File: config.mk
export PLATFORM = sky130hd
export DESIGN_NAME = gpio_port
export DESIGN_NICKNAME = d
export VERILOG_FILES = /design/src/rtl/gpio_pkg.sv /design/src/rtl/gpio_pin_regs.sv /design/src/rtl/gpio_in_sync.sv /design/src/rtl/gpio_read_mux.sv /design/src/rtl/gpio_port.sv
export SDC_FILE = /design/constraint.sdc
export NUM_CORES = 1
export LEC_CHECK = 0
export BUFFER_PORTS_ARGS = -buffer_cell sky130_fd_sc_hd__buf_2
export CORE_ASPECT_RATIO = 1.25
export CORE_UTILIZATION = 49
export DETAILED_ROUTE_END_ITERATION = 6
export HOLD_SLACK_MARGIN = 0.12
export PLACE_DENSITY_LB_ADDON = 0.25
export SETUP_SLACK_MARGIN = 0.1
export SYNTH_ARGS = -nofsm -noshare
export SYNTH_HDL_FRONTEND = slang
export SYNTH_SLANG_ARGS = --single-unit
File: constraint.sdc
create_clock -name clk -period 1.15 [get_ports clk]
set_input_delay 0.115 -clock clk [delete_from_list [all_inputs] [get_ports clk]]
set_output_delay 0.115 -clock clk [all_outputs]
set_load 0.02 [all_outputs]
File: src/rtl/gpio_pkg.sv
package gpio_pkg;

    typedef enum logic [1:0] {
        WK_IDLE,
        WK_LOAD,
        WK_TOGGLE
    } wr_kind_e;

    typedef enum logic [1:0] {
        RSEL_NONE,
        RSEL_DIR,
        RSEL_OUT,
        RSEL_PIN
    } rd_sel_e;

    typedef enum logic {
        SYN_TRACK,
        SYN_FROZEN
    } sync_mode_e;

endpackage

File: src/rtl/gpio_pin_regs.sv
module gpio_pin_regs
    import gpio_pkg::*;
#(
    parameter int WIDTH = 8
) (
    input  logic             clk,
    input  logic             rst_n,
    input  logic             wr_dir_en,
    input  logic             wr_out_en,
    input  logic             wr_pin_en,
    input  logic [WIDTH-1:0] wr_data,
    output logic [WIDTH-1:0] dir_q,
    output logic [WIDTH-1:0] out_q
);

    wr_kind_e         kind;
    logic [WIDTH-1:0] out_next;

    // a direct load outranks a toggle arriving in the same cycle
    always_comb begin
        if (wr_out_en)
            kind = WK_LOAD;
        else if (wr_pin_en)
            kind = WK_TOGGLE;
        else
            kind = WK_IDLE;
    end

    always_comb begin
        unique case (kind)
            WK_LOAD:   out_next = wr_data;
            WK_TOGGLE: out_next = out_q ^ wr_data;
            default:   out_next = out_q;
        endcase
    end

    always_ff @(posedge clk or negedge rst_n) begin
        if (!rst_n)
            dir_q <= '0;
        else if (wr_dir_en)
            dir_q <= wr_data;
    end

    always_ff @(posedge clk or negedge rst_n) begin
        if (!rst_n)
            out_q <= '0;
        else
            out_q <= out_next;
    end

    AST_DIR_LOAD: assert property (@(posedge clk) disable iff (!rst_n)
        wr_dir_en |=> dir_q == $past(wr_data));
    AST_TOGGLE_FLIP: assert property (@(posedge clk) disable iff (!rst_n)
        (wr_pin_en && !wr_out_en) |=> out_q == ($past(out_q) ^ $past(wr_data)));
    AST_LOAD_WINS: assert property (@(posedge clk) disable iff (!rst_n)
        (wr_out_en && wr_pin_en) |=> out_q == $past(wr_data));
    AST_LATCH_HOLD: assert property (@(posedge clk) disable iff (!rst_n)
        (!wr_out_en && !wr_pin_en) |=> $stable(out_q));

endmodule

File: src/rtl/gpio_in_sync.sv
module gpio_in_sync
    import gpio_pkg::*;
#(
    parameter int WIDTH  = 8,
    parameter int STAGES = 2
) (
    input  logic             clk,
    input  logic             rst_n,
    input  logic             sleep_en,
    input  logic [WIDTH-1:0] pad_in,
    output logic [WIDTH-1:0] sync_q
);

    localparam int LAST = STAGES - 1;

    sync_mode_e       mode;
    logic             shift_en;
    logic [WIDTH-1:0] gated_in;
    logic [WIDTH-1:0] stage_q [STAGES];

    always_comb mode = sleep_en ? SYN_FROZEN : SYN_TRACK;

    always_comb begin
        unique case (mode)
            SYN_FROZEN: begin
                shift_en = 1'b0;
                gated_in = '0;
            end
            default: begin
                shift_en = 1'b1;
                gated_in = pad_in;
            end
        endcase
    end

    generate
        for (genvar s = 0; s < STAGES; s++) begin : g_stage
            logic [WIDTH-1:0] stage_d;
            if (s == 0) begin : g_head
                assign stage_d = gated_in;
            end else begin : g_tail
                assign stage_d = stage_q[s-1];
            end
            always_ff @(posedge clk or negedge rst_n) begin
                if (!rst_n)
                    stage_q[s] <= '0;
                else if (shift_en)
                    stage_q[s] <= stage_d;
            end
        end
    endgenerate

    assign sync_q = stage_q[LAST];

    AST_FIRST_STAGE: assert property (@(posedge clk) disable iff (!rst_n)
        !sleep_en |=> stage_q[0] == $past(pad_in));
    AST_SLEEP_HOLD: assert property (@(posedge clk) disable iff (!rst_n)
        sleep_en |=> $stable(sync_q));

endmodule

File: src/rtl/gpio_read_mux.sv
module gpio_read_mux
    import gpio_pkg::*;
#(
    parameter int WIDTH = 8
) (
    input  logic             rd_dir_en,
    input  logic             rd_out_en,
    input  logic             rd_pin_en,
    input  logic [WIDTH-1:0] dir_q,
    input  logic [WIDTH-1:0] out_q,
    input  logic [WIDTH-1:0] pin_q,
    output logic [WIDTH-1:0] rd_data
);

    rd_sel_e sel;

    always_comb begin
        if (rd_pin_en)
            sel = RSEL_PIN;
        else if (rd_out_en)
            sel = RSEL_OUT;
        else if (rd_dir_en)
            sel = RSEL_DIR;
        else
            sel = RSEL_NONE;
    end

    always_comb begin
        unique case (sel)
            RSEL_PIN: rd_data = pin_q;
            RSEL_OUT: rd_data = out_q;
            RSEL_DIR: rd_data = dir_q;
            default:  rd_data = '0;
        endcase
    end

    always_comb begin
        if (!rd_dir_en && !rd_out_en && !rd_pin_en)
            AST_IDLE_READ_ZERO: assert (rd_data == '0);
    end

endmodule

File: src/rtl/gpio_port.sv
module gpio_port
    import gpio_pkg::*;
#(
    parameter int WIDTH       = 8,
    parameter int SYNC_STAGES = 2
) (
    input  logic             clk,
    input  logic             rst_n,
    input  logic             wr_dir_en,
    input  logic             wr_out_en,
    input  logic             wr_pin_en,
    input  logic [WIDTH-1:0] wr_data,
    input  logic             rd_dir_en,
    input  logic             rd_out_en,
    input  logic             rd_pin_en,
    output logic [WIDTH-1:0] rd_data,
    input  logic             pu_disable,
    input  logic             sleep_en,
    input  logic [WIDTH-1:0] pad_in,
    output logic [WIDTH-1:0] pad_out,
    output logic [WIDTH-1:0] pad_oe,
    output logic [WIDTH-1:0] pad_pu
);

    logic [WIDTH-1:0] dir_q;
    logic [WIDTH-1:0] out_q;
    logic [WIDTH-1:0] pin_q;

    gpio_pin_regs #(.WIDTH(WIDTH)) u_regs (
        .clk       (clk),
        .rst_n     (rst_n),
        .wr_dir_en (wr_dir_en),
        .wr_out_en (wr_out_en),
        .wr_pin_en (wr_pin_en),
        .wr_data   (wr_data),
        .dir_q     (dir_q),
        .out_q     (out_q)
    );

    gpio_in_sync #(.WIDTH(WIDTH), .STAGES(SYNC_STAGES)) u_sync (
        .clk      (clk),
        .rst_n    (rst_n),
        .sleep_en (sleep_en),
        .pad_in   (pad_in),
        .sync_q   (pin_q)
    );

    gpio_read_mux #(.WIDTH(WIDTH)) u_rmux (
        .rd_dir_en (rd_dir_en),
        .rd_out_en (rd_out_en),
        .rd_pin_en (rd_pin_en),
        .dir_q     (dir_q),
        .out_q     (out_q),
        .pin_q     (pin_q),
        .rd_data   (rd_data)
    );

    assign pad_oe  = dir_q;
    assign pad_out = out_q;
    assign pad_pu  = ~dir_q & out_q & {WIDTH{~pu_disable}};

    AST_RESET_TRISTATE: assert property (@(posedge clk)
        !rst_n |-> (pad_oe == '0 && pad_pu == '0));
    AST_NO_PULLUP_ON_OUTPUT: assert property (@(posedge clk) disable iff (!rst_n)
        (pad_oe & pad_pu) == '0);
    AST_PUD_FORCES_OFF: assert property (@(posedge clk) disable iff (!rst_n)
        pu_disable |-> pad_pu == '0);

endmodule

==> run_results.csv, run 1 <==
group,metric,value,unit
placement,gp_congestion,0.837,
power_and_ir_drop,powerDensity,1310,nW/um^2
logic_synthesis,syn-mean-instance-area,11.3,sq um
power_and_ir_drop,p_int,0.00220,W
global_route,grt_pass1_vias,1376,
setup_path,rr_startpoint,"u_regs.out_q[7]",
logic_synthesis,synthArstFlopShare,1.00,
global_route,grt_first_pass_wirelength,6.15,mm
power_and_ir_drop,leakage,1.11,nW
sta,skew,0.00800,ns
sta,final-max-slew-violation-count,0,
finish,fin_cells,265,
logic_synthesis,yosysMostFrequentCell,"dfrtp_1",
logic_synthesis,netlist.area_leader.share,0.486,
global_route,antenna_found_initial,0,
setup_path,critPathKind,"reg2out",
clock_tree,root_buffer,"clkbuf_8",
sta,setup_ws,-0.0770,ns
floorplan,initial_core_util,0.516,
logic_synthesis,synth_fp_nets,172,
floorplan,rows,23,
run_status,status,"finished with violations",
power_and_ir_drop,switching_share,0.306,
detailed_routing,drt_pass1_iterations,4,
detailed_routing,routed_wl,4.16,mm
floorplan,die_w,53.9,microns
sta,final_hold_viol_count,0,
sta,rsz0062_at_grt,"yes",
power_and_ir_drop,power_frac_seq,0.436,
logic_synthesis,synth-warning-count,0,
placement,place_hpwl,2.60,mm
clock_tree,clock-sinks,32,
floorplan,dieHeight,66.8,microns
placement,dpl_cell_area,1960,sq um
floorplan,placeableCoreArea,3190,sq um
run_status,violations,"setup timing",
logic_synthesis,ys.flop_type,"dfrtp_1",
sta,fmaxAchievable,815,MHz
hold_path,hold_class,"in2reg",
floorplan,ios,58,
finish,finalInstanceArea,2410,sq um
setup_path,worst_ep_required_time,1.03,ns
logic_synthesis,synth_cell_types,16,
detailed_routing,routed_via_density,5.42,
global_route,grt_usage,0.245,
setup_path,end_kind,"output pin",
sta,finalSetupTns,-0.704,ns
placement,port_buffers,57,
finish,diodes,0,
logic_synthesis,synth-seq-cells,32,
detailed_routing,drc_errors,0,
clock_tree,numCtsBuffers,5,
power_and_ir_drop,clkPwrFrac,0.275,
finish,finalNetCount,253,
clock_tree,worstSkewPairLatency,0.28,ns
detailed_routing,drt_iter0_drc,36,
logic_synthesis,synth_edf_count,0,
sta,slew-limit-headroom,0.699,
sta,setup-violations-final,14,
sta,fin_hold_ws,0.280,ns
logic_synthesis,syn_inst,146,
floorplan,die-area,3600,sq um
logic_synthesis,synth_top_area_cell,"dfrtp_1",
detailed_routing,vias,1436,
setup_path,cp.arrival,1.11,ns
global_route,grt_max_degree,33,
clock_tree,clk_pin_slew,0.07,ns
sta,worst_pin_slew,0.451,ns
placement,dp.cells,231,
logic_synthesis,ys_top_cells_by_count,"dfrtp_1 (32), mux2_2 (24), a21oi_1 (16), inv_1 (16)",
sta,fin_crit_sh,1.07,
clock_tree,htree_levels,2,
hold_path,hp-start,"wr_dir_en",
finish,drive_above_1_share,0.592,
power_and_ir_drop,worst_ir_drop_vdd,0.969,mV
global_route,grt-ovfl-total,0,
clock_tree,cts_tree,"done",
power_and_ir_drop,pwr-share-comb,0.288,
setup_path,path_max_fanout,4,
setup_path,cp-startpoint,"u_regs.out_q[2]",
detailed_routing,wl_per_cell,15.7,microns
finish,syn2layout_area_growth,46.5,%
power_and_ir_drop,p_switching,0.000966,W
logic_synthesis,synth_area_leaders,"dfrtp_1 (49%), mux2_2 (16%), a21oi_1 (4.9%), a221oi_2 (3.6%), inv_1 (3.6%)",
logic_synthesis,yosysSeqAreaShare,0.486,
logic_synthesis,synthesis.area,1650,sq um
sta,fin_crit,1.23,ns
job,maxCapViolations,0,
detailed_routing,antenna_left,0,
clock_tree,clock_path_buffers,2,
setup_path,startpoint_type,"register",
-- cells in the final DEF (no fill, tap or decap) --
cell	netlist	final
a21oi_1	16	6
a21oi_2	0	10
a221oi_1	4	1
a221oi_2	4	7
and4b_1	4	4
and4b_2	4	4
buf_2	5	37
buf_4	0	25
buf_6	3	5
clkbuf_1	1	2
clkbuf_8	0	6
dfrtp_1	32	31
dfrtp_2	0	1
dlygate4sd3_1	0	17
inv_1	16	8
inv_2	0	8
mux2_2	24	24
nand3b_1	8	8
nor2b_1	8	8
nor3_2	0	8
o21ai_0	8	8
-- state kept, by name, indices dropped and copies added (netlist names) --
name                    cells
u_sync.sync_q               8
u_regs.out_q                8
u_regs.dir_q                8
u_sync.g_stage.stage_d      8
-- metal layers --
layer | vias up | GRT usage | wire, microns
li1 | 686 | - | -
met1 | 703 | 0.292 | 1740
met2 | 42 | 0.410 | 2210
met3 | 5 | 0.0479 | 164
met4 | 0 | 0.115 | 52
met5 | - | 0 | 0
-- what timing repair did --
| item | CTS | global route |
|---|---|---|
| setup endpoints to repair | 16 | 22 |
| hold buffers | 17 | 0 |
| endpoints found under the hold margin | 56 | 0 |
| pin swaps | 5 | 9 |
| gates cloned | 0 | 0 |
| setup buffers | 6 | 5 |
| gates resized for setup | 28 | 21 |
-- kinds of logic after synthesis --
| logic type | Yosys count | share of synthesized area |
|---|---|---|
| AOI/OAI and AO/OA | 32 | 0.131 |
| muxes | 24 | 0.164 |
| DFF | 32 | 0.486 |
| and+or+nand+nor | 32 | 0.143 |
| buffers and inverters | 26 | 0.0767 |
-- power by group through the flow --
stage	clock network [W]	logic (W)	registers, W
after CTS	0.000896	0.000850	0.00137
after global routing	0.000956	0.000981	0.00140
final	0.000871	0.000911	0.00138
after detailed placement	0	0.000708	0.00139
after global placement	0	0.000688	0.00138
after floorplan	0	0.000395	0.00144
-- critical path: stages, from the launching register on --
cell	delay (ns)
dfrtp_1	0.41
a21oi_1	0.18
a21oi_2	0.08
buf_4	0.16
-- final cells by class --
type | instances | area, sq um
fillers | 228 | 779
inverters | 16 | 60.1
clock buffers | 8 | 90.1
well taps | 37 | 46.3
flip-flops and latches | 32 | 802
multi-input cells | 88 | 817
repair buffers | 84 | 599
-- worst paths after layout --
| path | slack [ns] | depth (start not counted) | endpoint |
|---|---|---|---|
| worst max-delay path | -0.08 | 3 | rd_data[2] |
| worst min-delay path | 0.28 | 2 | u_regs.dir_q[6] |
| worst max register to register | 0.15 | 3 | u_regs.out_q[7] |
| worst min register to register | 0.50 | 1 | u_sync.g_stage[1].stage_d[4] |
| max in group asynchronous | 0.45 | 3 | u_regs.out_q[0] |
| min in group asynchronous | 0.39 | 3 | u_regs.out_q[3] |
-- per-stage QoR --
step                worst slack, ns  utilization  power (W)
global placement              0.158        0.614    0.00206
floorplan                     0.102            -    0.00184
CTS                         -0.0702        0.730    0.00311
detailed placement           0.0959        0.614    0.00209
global route                 -0.150        0.756    0.00333
finish                      -0.0770        0.756    0.00316
Power figures use the tool's default switching activity.
==> inputs of run 2 (changes only) <==
--- a/config.mk
+++ b/config.mk
@@ -6,7 +6,6 @@
 export NUM_CORES = 1
 export LEC_CHECK = 0
 export BUFFER_PORTS_ARGS = -buffer_cell sky130_fd_sc_hd__buf_2
-export CORE_ASPECT_RATIO = 1.25
 export CORE_UTILIZATION = 49
 export DETAILED_ROUTE_END_ITERATION = 6
 export HOLD_SLACK_MARGIN = 0.12
==> run_results.csv, run 2 (same netlist as run 1, synthesis figures left out) <==
group,metric,value,unit
run_status,status,"finished with violations",
run_status,violations,"setup timing",
hold_path,hold_class,"in2async",
sta,fin_crit,1.36,ns
detailed_routing,drt_pass1_iterations,4,
finish,diodes,0,
global_route,grt-ovfl-total,0,
clock_tree,clk_pin_slew,0.10,ns
placement,port_buffers,57,
sta,worst_pin_slew,0.431,ns
setup_path,crit_family,"flip-flops",
floorplan,die_w,60.0,microns
job,maxCapViolations,0,
floorplan,placeableCoreArea,3130,sq um
detailed_routing,routed_wl,4.67,mm
sta,setup_ws,-0.214,ns
power_and_ir_drop,leakage,1.18,nW
detailed_routing,wl_per_cell,16.7,microns
detailed_routing,met1Wirelength,1.94,mm
clock_tree,clock_path_buffers,2,
setup_path,cp_cell_sequence,"nand3b_1 -> a21oi_1 -> buf_4",
sta,final-max-slew-violation-count,0,
global_route,antenna_found_initial,0,
finish,multi_input_area,807,sq um
global_route,grt_first_pass_wirelength,7.16,mm
placement,place_hpwl,2.68,mm
detailed_routing,routed_via_density,5.53,
global_route,grt_usage,0.276,
finish,syn2layout_area_growth,56.6,%
sta,fin_crit_sh,1.19,
global_route,grt_pass1_vias,1527,
detailed_routing,top_layer_used,"met4",
floorplan,rows,20,
setup_path,startpoint_type,"register",
finish,layout_common_cells,"dfrtp_1 (29), buf_2 (26), buf_4 (25)",
floorplan,initial_core_util,0.527,
setup_path,worst-path-buf-inv,1,
setup_path,worst_ep_required_time,1.03,ns
sta,skew,0.00718,ns
floorplan,die-area,3600,sq um
setup_path,critPathKind,"reg2out",
clock_tree,clock-sinks,32,
setup_path,path_max_fanout,4,
floorplan,dieHeight,60.0,microns
global_route,grt_max_degree,25,
clock_tree,worstSkewPairLatency,0.34,ns
placement,gp_congestion,0.854,
clock_tree,htree_levels,2,
power_and_ir_drop,powerDensity,1320,nW/um^2
clock_tree,numCtsBuffers,5,
clock_tree,cts_tree,"done",
sta,slew-limit-headroom,0.713,
floorplan,ios,58,
setup_path,crit_path_max_incr_delay,0.44,ns
setup_path,end_kind,"output pin",
finish,fillCellCount,169,
detailed_routing,antenna_left,0,
sta,fmaxAchievable,733,MHz
power_and_ir_drop,worst_ir_drop_vdd,0.861,mV
sta,setup-violations-final,20,
detailed_routing,met2_length,2.44,mm
placement,dpl_cell_area,1980,sq um
finish,finalNetCount,261,
setup_path,cp.arrival,1.25,ns
clock_tree,root_buffer,"clkbuf_4",
setup_path,crit_slowest_cell,"dfrtp_1",
finish,final_common_cell,"dfrtp_1",
finish,finalInstanceArea,2580,sq um
detailed_routing,drt_iter0_drc,94,
detailed_routing,wl_met3,166,microns
detailed_routing,vias,1547,
sta,final_hold_viol_count,0,
detailed_routing,drc_errors,0,
finish,regArea,805,sq um
finish,drive_above_1_share,0.614,
finish,fin_util,0.825,
sta,rsz0062_at_grt,"yes",
==> run 2: power by group <==
part / internal [W] / total [W] / switching [W]
Combinational: 0.000557 / 0.00106 / 0.000503
Clock: 0.000577 / 0.000967 / 0.000390
Sequential: 0.00126 / 0.00139 / 0.000129
Total: 0.00240 / 0.00342 / 0.00102
==> run 2: layer usage <==
layer / vias to the layer above / global-route usage
met4: 0 / 0.140
met1: 780 / 0.344
met3: 13 / 0.0498
met2: 52 / 0.457
li1: 702 / -
met5: - / 0
==> run 2: final timing paths <==
check	startpoint	end	cells past startpoint	slack (ns)
worst max-delay path	u_regs.dir_q[3]	rd_data[3]	3	-0.21
worst min-delay path	rst_n	u_regs.out_q[3]	2	0.20
worst max register to register	u_regs.out_q[4]	u_regs.out_q[4]	5	0.02
worst min register to register	u_sync.sync_q[0]	u_sync.sync_q[0]	1	0.51
max in group asynchronous	rst_n	u_regs.out_q[6]	3	0.45
min in group clk	wr_dir_en	u_regs.dir_q[2]	2	0.21
==> run 2: metrics by stage <==
step / cells / setup WS [ns] / hold slack, ns / TNS, ns / power [W]
after floorplan: 146 / 0.102 / -0.181 / 0 / 0.00184
after global placement: 239 / 0.160 / 0.0383 / 0 / 0.00207
after detailed placement: 239 / 0.0614 / 0.0369 / 0 / 0.00210
after CTS: 275 / -0.142 / 0.193 / -1.96 / 0.00330
after global routing: 280 / -0.282 / 0.218 / -3.07 / 0.00356
final: 280 / -0.214 / 0.202 / -2.23 / 0.00342
==> run 2: final cells by class <==
class | instances | area share
flip-flops and latches | 32 | 0.312
well taps | 44 | 0.0213
repair buffers | 92 | 0.294
clock inverters | 1 | 0.0116
inverters | 16 | 0.0233
clock buffers | 7 | 0.0252
multi-input cells | 88 | 0.313
==> run 2: worst reg2reg max path: cells and delay by family (launching register included) <==
kind                   cells  cell delay, ns
AOI/OAI and AO/OA          1            0.20
DFF                        1            0.44
buffers and inverters      4            0.40
==> run 2: repair_timing <==
item                                    4_1_cts  5_1_grt
resized for setup                            49       29
setup buffers                                11        6
endpoints found under the hold margin        56        0
pin swaps                                     7       10
endpoints found under the setup margin       31       35
hold buffers                                 17        0
==> inputs of run 3 (changes only) <==
==> constraint.sdc (replaced) <==
create_clock -name clk -period 1.55 [get_ports clk]
set_input_delay 0.155 -clock clk [delete_from_list [all_inputs] [get_ports clk]]
set_output_delay 0.155 -clock clk [all_outputs]
set_load 0.02 [all_outputs]
==> run_results.csv, run 3 (same netlist as run 1, synthesis figures left out) <==
group,metric,value,unit
run_status,status,"complete, no violations",
placement,port_buffers,57,
detailed_routing,antenna_left,0,
global_route,antenna_found_initial,0,
finish,diodes,0,
sta,rsz0062_at_grt,"no",
sta,final_hold_viol_count,0,
clock_tree,worstSkewPairLatency,0.33,ns
detailed_routing,drc_errors,0,
finish,regArea,801,sq um
power_and_ir_drop,powerDensity,1010,nW/um^2
setup_path,cp.arrival,1.23,ns
sta,worst_pin_slew,0.699,ns
setup_path,worst_ep_required_time,1.39,ns
hold_path,min_to,"u_regs.dir_q[7]",
clock_tree,clock_path_buffers,2,
setup_path,rr_startpoint,"u_regs.out_q[3]",
hold_path,min_delay_path_depth,2,
setup_path,startpoint_type,"register",
floorplan,dieHeight,60.0,microns
job,maxCapViolations,0,
floorplan,die-area,3600,sq um
setup_path,critPathKind,"reg2out",
clock_tree,clock-sinks,32,
setup_path,r2r_slack,0.57,ns
finish,layout_common_cells,"buf_2 (57), dfrtp_1 (32), mux2_2 (24)",
global_route,grt_first_pass_wirelength,6.29,mm
setup_path,rr_worst_depth,2,
finish,syn2layout_area_growth,32.0,%
floorplan,initial_core_util,0.527,
floorplan,die_w,60.0,microns
clock_tree,htree_levels,2,
detailed_routing,vias,1426,
finish,drive_above_1_share,0.443,
floorplan,ios,58,
placement,place_hpwl,2.63,mm
finish,final_common_cell,"buf_2",
hold_path,hold_class,"in2reg",
detailed_routing,drt_pass1_iterations,4,
global_route,grt_max_degree,33,
finish,fillCellCount,274,
sta,skew,0.000160,ns
floorplan,rows,20,
sta,finalSetupTns,0,ns
sta,fin_crit_sh,0.892,
sta,fmaxAchievable,723,MHz
clock_tree,root_buffer,"clkbuf_4",
detailed_routing,drt_iter0_drc,36,
power_and_ir_drop,leakage,1.04,nW
clock_tree,numCtsBuffers,5,
hold_path,hp-start,"wr_dir_en",
floorplan,placeableCoreArea,3130,sq um
detailed_routing,routed_wl,3.81,mm
clock_tree,clk_pin_slew,0.11,ns
global_route,grt-ovfl-total,0,
sta,final-max-slew-violation-count,0,
sta,setup-violations-final,0,
detailed_routing,routed_via_density,5.42,
clock_tree,cts_resized,0,
detailed_routing,wl_per_cell,14.5,microns
placement,gp_congestion,0.786,
sta,slew-limit-headroom,0.534,
setup_path,path_max_fanout,4,
finish,finalNetCount,244,
finish,multi_input_area,721,sq um
global_route,grt_pass1_vias,1396,
power_and_ir_drop,worst_ir_drop_vdd,0.624,mV
power_and_ir_drop,p_total,0.00219,W
clock_tree,cts_tree,"done",
setup_path,r2r_end,"u_regs.out_q[3]",
global_route,grt_usage,0.244,
sta,fin_crit,1.38,ns
setup_path,end_kind,"output pin",
run 3: changes by cell type in the layout (fill, tap and decap cells not counted), moves of 3 or more:
cell     before  now
a21oi_1       7   16
a21oi_2       9    0
buf_2        26   57
buf_4        25    1
buf_6        24    0
dfrtp_1      29   32
dfrtp_2       3    0
inv_1         8   16
inv_2         8    0
nor3_1        0    8
nor3_2        8    0
run 3: critical path, stage by stage (launching register included):
cell     delay, ns
dfrtp_1       0.41
inv_1         0.07
nor3_1        0.20
buf_2         0.21
run 3: metrics by stage:
step	hold slack, ns	utilization	area [sq um]	worst slack (ns)	cells
2_1_floorplan	-0.141	-	1650	0.339	146
3_3_place_gp	0.237	0.614	1920	0.519	237
3_5_place_dp	0.245	0.614	1920	0.458	237
4_1_cts	0.242	0.693	2170	0.128	262
5_1_grt	0.235	0.696	2180	0.103	263
6_report	0.242	0.696	2180	0.167	263
run 3: where the power goes:
part           internal [W]  switching, W
clock network      0.000338      0.000294
logic              0.000244      0.000304
registers          0.000934     0.0000762
total               0.00152      0.000674
run 3: how the worst max path moves through the flow:
stage / from / cells after the start / to / slack [ns]
2_1_floorplan: u_regs.out_q[4] / 2 / pad_pu[4] / 0.34
3_3_place_gp: wr_out_en / 3 / u_regs.out_q[3] / 0.52
3_5_place_dp: wr_out_en / 3 / u_regs.out_q[2] / 0.46
4_1_cts: u_regs.out_q[2] / 3 / pad_pu[2] / 0.13
5_1_grt: u_regs.out_q[2] / 3 / pad_pu[2] / 0.10
6_report: u_regs.out_q[2] / 3 / pad_pu[2] / 0.17
run 3: repair_timing:
item / CTS / global route
hold endpoints to repair: 56 / 0
setup endpoints to repair: 0 / 1
hold buffers: 17 / 0
setup buffers: 0 / 1
run 3: area by class of cell:
cell class | count | share of cell area
Inverter | 16 | 0.0276
Timing Repair Buffer | 75 | 0.213
Clock inverter | 2 | 0.0161
Multi-Input combinational cell | 88 | 0.331
Clock buffer | 6 | 0.0190
Sequential cell | 32 | 0.368
Tap cell | 44 | 0.0253
run 3: routing by layer:
layer  track usage  up-vias  share of wire
li1              -      668              -
met4         0.123        0          0.019
met1         0.298      703           0.43
met2         0.405       46           0.50
met3        0.0541        9          0.046
met5             0        -              0
